File: src/rtl/memtype_pkg.sv
package memtype_pkg;

    localparam logic [7:0] MT_UC      = 8'h00;
    localparam logic [7:0] MT_WC      = 8'h01;
    localparam logic [7:0] MT_WT      = 8'h04;
    localparam logic [7:0] MT_WP      = 8'h05;
    localparam logic [7:0] MT_WB      = 8'h06;
    localparam logic [7:0] MT_PARTIAL = 8'hFE;
    localparam logic [7:0] MT_NOCFG   = 8'hFF;

    localparam int FIXED_N = 88;

    typedef enum logic [2:0] {
        SEL_FIXED   = 3'd0,
        SEL_VBASE   = 3'd1,
        SEL_VMASK   = 3'd2,
        SEL_DEFAULT = 3'd3,
        SEL_HILIM   = 3'd4
    } wr_sel_e;

    typedef enum logic [1:0] {
        ST_IDLE = 2'd0,
        ST_SCAN = 2'd1,
        ST_DONE = 2'd2
    } state_e;

endpackage

File: src/rtl/memtype_cfg.sv
module memtype_cfg
    import memtype_pkg::*;
#(
    parameter int PA_W     = 36,
    parameter int N_VAR    = 8,
    parameter int WR_IDX_W = 7
) (
    input  logic                            clk,
    input  logic                            rst_n,
    input  logic                            wr_en,
    input  logic [2:0]                      wr_sel,
    input  logic [WR_IDX_W-1:0]             wr_idx,
    input  logic [PA_W-1:0]                 wr_data,
    output logic [FIXED_N-1:0][7:0]         fixed_tbl,
    output logic [N_VAR-1:0][PA_W-1:0]      var_base,
    output logic [N_VAR-1:0][PA_W-1:0]      var_mask,
    output logic [7:0]                      dflt_type,
    output logic [1:0]                      en_field,
    output logic [PA_W-1:0]                 hi_limit,
    output logic                            cfg_done
);

    localparam int GRAIN_BITS = 23;
    localparam logic [PA_W-1:0] HI_KEEP = {{(PA_W-GRAIN_BITS){1'b1}}, {GRAIN_BITS{1'b0}}};

    typedef struct packed {
        logic [FIXED_N-1:0][7:0]    fixed;
        logic [N_VAR-1:0][PA_W-1:0] base;
        logic [N_VAR-1:0][PA_W-1:0] mask;
        logic [7:0]                 dflt;
        logic [1:0]                 en;
        logic [PA_W-1:0]            hilim;
        logic                       done;
    } regs_t;

    regs_t regs_d, regs_q;
    wr_sel_e sel;

    always_comb begin
        sel    = wr_sel_e'(wr_sel);
        regs_d = regs_q;
        if (wr_en) begin
            unique case (sel)
                SEL_FIXED: begin
                    for (int i = 0; i < FIXED_N; i++) begin
                        if (wr_idx == WR_IDX_W'(i)) regs_d.fixed[i] = wr_data[7:0];
                    end
                end
                SEL_VBASE: begin
                    for (int i = 0; i < N_VAR; i++) begin
                        if (wr_idx == WR_IDX_W'(i)) regs_d.base[i] = wr_data;
                    end
                end
                SEL_VMASK: begin
                    for (int i = 0; i < N_VAR; i++) begin
                        if (wr_idx == WR_IDX_W'(i)) regs_d.mask[i] = wr_data;
                    end
                end
                SEL_DEFAULT: begin
                    regs_d.dflt = wr_data[7:0];
                    regs_d.en   = wr_data[11:10];
                    regs_d.done = 1'b1;
                end
                SEL_HILIM: regs_d.hilim = wr_data & HI_KEEP;
                default: ;
            endcase
        end
    end

    always_ff @(posedge clk or negedge rst_n) begin
        if (!rst_n) regs_q <= '0;
        else        regs_q <= regs_d;
    end

    assign fixed_tbl = regs_q.fixed;
    assign var_base  = regs_q.base;
    assign var_mask  = regs_q.mask;
    assign dflt_type = regs_q.dflt;
    assign en_field  = regs_q.en;
    assign hi_limit  = regs_q.hilim;
    assign cfg_done  = regs_q.done;

endmodule

File: src/rtl/memtype_fixed_sel.sv
module memtype_fixed_sel
    import memtype_pkg::*;
(
    input  logic [7:0]              page,      // address bits 19:12
    input  logic [FIXED_N-1:0][7:0] table_q,
    output logic [7:0]              ftype
);

    logic [6:0] slot;

    always_comb begin
        if (!page[7])      slot = {4'd0, page[6:4]};          // 64 KiB granules
        else if (!page[6]) slot = 7'd8  + {3'd0, page[5:2]};  // 16 KiB granules
        else               slot = 7'd24 + {1'b0, page[5:0]};  // 4 KiB granules
        ftype = table_q[slot];
    end

endmodule

File: src/rtl/memtype_entry_eval.sv
module memtype_entry_eval
    import memtype_pkg::*;
#(
    parameter int PA_W = 36
) (
    input  logic [PA_W-1:0] base,
    input  logic [PA_W-1:0] mask,
    input  logic [PA_W-1:0] start_addr,
    input  logic [PA_W-1:0] last_addr,
    input  logic [7:0]      prev_type,
    input  logic            prev_ok,
    output logic            stop,
    output logic [7:0]      stop_type,
    output logic [7:0]      next_type,
    output logic            next_ok
);

    localparam logic [PA_W-1:0] PAGE_KEEP = {{(PA_W-12){1'b1}}, 12'h000};

    logic [PA_W-1:0] cmp_mask;
    logic            live, hit_s, hit_e;
    logic [7:0]      cur;

    always_comb begin
        live      = mask[11];
        cmp_mask  = mask & PAGE_KEEP;
        hit_s     = ((start_addr ^ base) & cmp_mask) == '0;
        hit_e     = ((last_addr ^ base) & cmp_mask) == '0;
        cur       = base[7:0];
        stop      = 1'b0;
        stop_type = MT_UC;
        next_type = prev_type;
        next_ok   = prev_ok;
        if (live) begin
            if (hit_s != hit_e) begin
                stop      = 1'b1;
                stop_type = MT_PARTIAL;
            end else if (hit_s) begin
                if (!prev_ok) begin
                    next_type = cur;
                    next_ok   = 1'b1;
                end else if (prev_type == MT_UC || cur == MT_UC) begin
                    stop = 1'b1;
                end else if ((prev_type == MT_WB && cur == MT_WT) ||
                             (prev_type == MT_WT && cur == MT_WB)) begin
                    next_type = MT_WT;
                end else if (prev_type != cur) begin
                    stop = 1'b1;
                end
            end
        end
    end

endmodule

File: src/rtl/memtype_resolver.sv
module memtype_resolver
    import memtype_pkg::*;
#(
    parameter int PA_W      = 36,
    parameter int N_VAR     = 8,
    parameter bit HAS_FIXED = 1'b1,
    parameter int WR_IDX_W  = 7
) (
    input  logic                clk,
    input  logic                rst_n,
    input  logic                wr_en,
    input  logic [2:0]          wr_sel,
    input  logic [WR_IDX_W-1:0] wr_idx,
    input  logic [PA_W-1:0]     wr_data,
    input  logic                req_valid,
    output logic                req_ready,
    input  logic [PA_W-1:0]     req_start,
    input  logic [PA_W-1:0]     req_end,
    output logic                rsp_valid,
    input  logic                rsp_ready,
    output logic [7:0]          rsp_type
);

    localparam int IDX_W = (N_VAR > 1) ? $clog2(N_VAR) : 1;
    localparam logic [IDX_W-1:0] LAST_IDX = IDX_W'(N_VAR - 1);

    typedef struct packed {
        state_e          st;
        logic [IDX_W-1:0] idx;
        logic [PA_W-1:0] start;
        logic [PA_W-1:0] last;
        logic [7:0]      prev;
        logic            prev_ok;
        logic [7:0]      result;
    } ctx_t;

    ctx_t ctx_d, ctx_q;

    logic [FIXED_N-1:0][7:0]    fixed_tbl;
    logic [N_VAR-1:0][PA_W-1:0] var_base, var_mask;
    logic [7:0]                 dflt_type;
    logic [1:0]                 en_field;
    logic [PA_W-1:0]            hi_limit;
    logic                       cfg_done;

    memtype_cfg #(.PA_W(PA_W), .N_VAR(N_VAR), .WR_IDX_W(WR_IDX_W)) u_cfg (
        .clk(clk), .rst_n(rst_n), .wr_en(wr_en), .wr_sel(wr_sel), .wr_idx(wr_idx),
        .wr_data(wr_data), .fixed_tbl(fixed_tbl), .var_base(var_base),
        .var_mask(var_mask), .dflt_type(dflt_type), .en_field(en_field),
        .hi_limit(hi_limit), .cfg_done(cfg_done)
    );

    logic [7:0] fixed_type;

    generate
        if (HAS_FIXED) begin : g_fixed
            memtype_fixed_sel u_fix (
                .page(req_start[19:12]), .table_q(fixed_tbl), .ftype(fixed_type)
            );
        end else begin : g_nofixed
            assign fixed_type = MT_UC;
        end
    endgenerate

    logic       ev_stop, ev_ok;
    logic [7:0] ev_stop_type, ev_type;

    memtype_entry_eval #(.PA_W(PA_W)) u_eval (
        .base(var_base[ctx_q.idx]), .mask(var_mask[ctx_q.idx]),
        .start_addr(ctx_q.start), .last_addr(ctx_q.last),
        .prev_type(ctx_q.prev), .prev_ok(ctx_q.prev_ok),
        .stop(ev_stop), .stop_type(ev_stop_type),
        .next_type(ev_type), .next_ok(ev_ok)
    );

    logic in_low_mb, above_4g, hi_hit;

    always_comb begin
        in_low_mb = (req_start[PA_W-1:20] == '0);
        above_4g  = (ctx_q.start[PA_W-1:32] != '0);
        hi_hit    = (hi_limit != '0) && above_4g && (ctx_q.last < hi_limit);

        ctx_d     = ctx_q;
        req_ready = (ctx_q.st == ST_IDLE);
        rsp_valid = (ctx_q.st == ST_DONE);
        rsp_type  = ctx_q.result;

        unique case (ctx_q.st)
            ST_IDLE: begin
                if (req_valid) begin
                    ctx_d.start   = req_start;
                    ctx_d.last    = req_end - 1'b1;
                    ctx_d.idx     = '0;
                    ctx_d.prev    = MT_UC;
                    ctx_d.prev_ok = 1'b0;
                    ctx_d.st      = ST_DONE;
                    if (!cfg_done || en_field == 2'b00) ctx_d.result = MT_NOCFG;
                    else if (HAS_FIXED && in_low_mb)    ctx_d.result = fixed_type;
                    else if (!en_field[1])              ctx_d.result = dflt_type;
                    else                                ctx_d.st     = ST_SCAN;
                end
            end
            ST_SCAN: begin
                ctx_d.prev    = ev_type;
                ctx_d.prev_ok = ev_ok;
                if (ev_stop) begin
                    ctx_d.result = ev_stop_type;
                    ctx_d.st     = ST_DONE;
                end else if (ctx_q.idx == LAST_IDX) begin
                    ctx_d.st = ST_DONE;
                    if (hi_hit)     ctx_d.result = MT_WB;
                    else if (ev_ok) ctx_d.result = ev_type;
                    else            ctx_d.result = dflt_type;
                end else begin
                    ctx_d.idx = ctx_q.idx + 1'b1;
                end
            end
            ST_DONE: begin
                if (rsp_ready) ctx_d.st = ST_IDLE;
            end
            default: ctx_d.st = ST_IDLE;
        endcase
    end

    always_ff @(posedge clk or negedge rst_n) begin
        if (!rst_n) ctx_q <= '{st: ST_IDLE, default: '0};
        else        ctx_q <= ctx_d;
    end

endmodule

File: config.mk
export PLATFORM = sky130hd
export DESIGN_NAME = memtype_resolver
export DESIGN_NICKNAME = d
export VERILOG_FILES = /design/src/rtl/memtype_pkg.sv /design/src/rtl/memtype_cfg.sv /design/src/rtl/memtype_fixed_sel.sv /design/src/rtl/memtype_entry_eval.sv /design/src/rtl/memtype_resolver.sv
export SDC_FILE = /design/constraint.sdc
export NUM_CORES = 2
export LEC_CHECK = 0
export CORE_MARGIN = 1
export CORE_UTILIZATION = 45
export DETAILED_ROUTE_END_ITERATION = 12
export PLACE_DENSITY = 0.65
export SYNTH_ARGS = -nofsm -noshare
export SYNTH_HDL_FRONTEND = slang
export SYNTH_SLANG_ARGS = --single-unit
File: constraint.sdc
create_clock -name clk -period 8.1 [get_ports clk]
set_input_delay 1.62 -clock clk [delete_from_list [all_inputs] [get_ports clk]]
set_output_delay 1.62 -clock clk [all_outputs]
set_load 0.01 [all_outputs]
==> impl_metrics.yaml <==
detailed_routing:
  finalWirelength_mm: 153.6
  dr_wl_met2_mm: 69.53
  drt_iter0_markers: 2883
  vias_per_cell: 5.921
  drcViolationCount: 0
  vias: 35510
  wl_met3_mm: 10.42
  wl_per_cell_um: 25.62
  drt-met1-wl_mm: 70.15
  final_antenna_net_count: 0
  firstDrtPassIters: 5
  topRoutingLayerUsed: "met5"
timing:
  finalSetupTns_ps: 0
  setup_ws_ps: 2564
  hold_ws_ps: 497.0
  fin_crit_ps: 5536
  period_share: 0.6835
  worstMarginPinSlew_ps: 1311
  skew_ps: 34.17
  final_hold_viol_count: 0
  fmax_mhz: 180.6
  rsz0062_at_grt: "no"
  finalSetupViolCount: 0
  slew_headroom: 0.1229
  finalMaxSlewViolations: 0
clocking:
  cts_sinks: 1254
  insertion_delay_ps: 770
  numCtsBuffers: 138
  ctsHoldBuffers: 0
  cts.repair.resized: 0
  ctsHtreeMaxLevel: 4
  cts_tree: "yes"
  cts-root-buf: "clkbuf_16"
  postCtsSetupBuffers: 0
  cts_max_path_buffers: 3
  cts.clk_slew.worst_paths_ps: 60
floorplanning:
  io_pins: 133
  die_x_um: 362.6
  coreArea_um2: 128300
  dieArea_um2: 131500
  die_y_um: 362.6
  rows: 131
  initial_core_util: 0.4559
finish:
  fillCellCount: 10850
  final_common_cell: "dfrtp_1"
  final_cell_mix: "dfrtp_1 (1251), mux2_2 (1178), nand2_1 (366)"
  areaGrowthSynthToFinish_pct: 13.27
  seqCellArea_um2: 31390
  multi_input_area_um2: 25900
  nets: 4291
  drive_above_1_share: 0.4245
logic_synthesis:
  ys_types: 73
  ys_seq_area_frac: 0.5363
  synthDominantCellAreaShare: 0.5363
  synth_nets: 4259
  syn_inst: 4121
  yosys.area.top_type: "dfrtp_1"
  synth_edf_count: 0
  async_reset_ff_frac: 1.000
  ys_ff_latch: 1254
  avgSynthCellArea_um2: 14.20
  syn_area_um2: 58510
  synth.area.top_cells: "dfrtp_1 (54%), mux2_2 (23%), mux4_2 (10%)"
  yosys_warnings: 0
  synth-main-ff-cell: "dfrtp_1"
power_and_ir_drop:
  switchingPower_mw: 4.052
  power_density_nw_per_um2: 232.0
  switching_share: 0.2635
  sequentialPowerShare: 0.445
  p_int_mw: 11.32
  power_mw: 15.38
  vdd_drop_max_mv: 0.1966
  clkPwrFrac: 0.434
  pwr-share-comb: 0.121
  leakagePower_nw: 31.52
critical_path:
  reg2regPathDepth: 11
  critPathCaptureType: "flop"
  critPathArrivalTime_ps: 6190
  startpoint: "ctx_q[90]"
  startpoint_type: "flop"
  crit_type: "reg2reg"
  rrSetupSlack_ps: 2560
  required_ps: 8760
  crit_end: "rsp_type[1]"
  r2r_start: "ctx_q[90]"
  worstPathMaxFanout: 37
  rr_endpoint: "rsp_type[1]"
status:
  status: "completed"
placement:
  port-buffer-count: 118
  place_congestion: 0.8928
  pre_cts_slack_ps: 1862
  hpwl_mm: 98.38
global_route:
  grt_util_all_layers: 0.2381
  grt_pass1_vias: 36160
  antenna_found_initial: 7
  grt_pass1_wl_mm: 235.4
  grt_max_degree: 175
  gr-total-overflow: 0
min_path:
  min_path_type: "reg2reg"
run:
  drv_cap: 0
state kept, by name (all words and copies together) (netlist names):
signal / count
ctx_q: 62
u_cfg.hi_limit: 13
u_cfg.cfg_done: 1
u_cfg.en_field: 2
u_cfg.var_base: 256
u_cfg.dflt_type: 8
u_cfg.var_mask: 200
u_cfg.fixed_tbl: 704
rsp_type: 8
layout make-up:
type / count / share of cell area
diodes: 2 / 0.00007552
clock buffers: 210 / 0.06383
clock inverters: 43 / 0.01006
inverters: 23 / 0.001303
multi-input cells: 2547 / 0.3908
flip-flops and latches: 1254 / 0.4737
well taps: 1729 / 0.03264
repair buffers: 189 / 0.02760
cells by family (layout without fill, tap and decap cells):
family                     after synthesis  in the layout  synth area share
muxes                                 1523           1523            0.3432
adders and majority gates               15             15          0.003208
DFF                                   1254           1254            0.5363
buffers and inverters                  320            465           0.02333
other                                    0              2                 0
AOI/OAI and AO/OA                      262            262           0.02979
xor gates and xnor gates                74             74           0.01108
and+or+nand+nor                        673            673           0.05310
Yosys cell counts (all sizes together), types with 7 or more instances:
cell and count:
a21oi 31, a22oi 16, a311oi 12, a31oi 36, and2 13, and3 12
buf 94, clkbuf 203, dfrtp 1254, ha 15, inv 22, mux2 1178
mux2i 78, mux4 267, nand2 372, nand2b 12, nand3 54, nand4 16
nor2 95, nor2b 16, nor3 24, nor4 30, o21ai 65, o22ai 36
or3 8, or3b 7, xnor2 22, xor2 52
how the worst min path moves through the flow:
stage | cells past startpoint | start | endpoint
detailed placement | 1 | u_cfg.cfg_done | u_cfg.cfg_done
global route | 1 | u_cfg.fixed_tbl[690] | u_cfg.fixed_tbl[690]
floorplan | 1 | u_cfg.cfg_done | u_cfg.cfg_done
CTS | 1 | u_cfg.cfg_done | u_cfg.cfg_done
global placement | 1 | u_cfg.cfg_done | u_cfg.cfg_done
finish | 2 | ctx_q[69] | ctx_q[69]
metrics by stage:
step                        util  std cells  instance area [µm²]
after detailed placement  0.4782       5742                61370
after global routing      0.5163       5996                66270
after global placement    0.4782       5742                61370
final                     0.5164       5997                66270
after floorplan                -       4121                58510
after CTS                 0.5163       5995                66260
power by group through the flow:
stage	Sequential [mW]	Clock, mW	Combinational [mW]
finish	6.84	6.67	1.87
floorplan	6.76	0	1.31
global placement	6.94	0	1.84
global route	6.87	7.05	2.03
CTS	6.84	6.79	1.87
detailed placement	6.95	0	1.86
layer usage:
metal / track usage / vias to the layer above
met5: 0 / -
met4: 0.06428 / 10
met3: 0.05054 / 218
met2: 0.3598 / 1001
met1: 0.3476 / 19030
li1: - / 15250
critical path, cell delays in order (launching register included):
cell and delay (ps):
dfrtp_4 830, clkinv_1 890, buf_4 530, mux2i_2 420, xor2_1 200, o22ai_1 170, nor4_2 600, nand4_2 310
a211oi_2 620, o31a_4 300, o21ai_1 110, o32a_1 350
(Power assumes the default switching activity.)
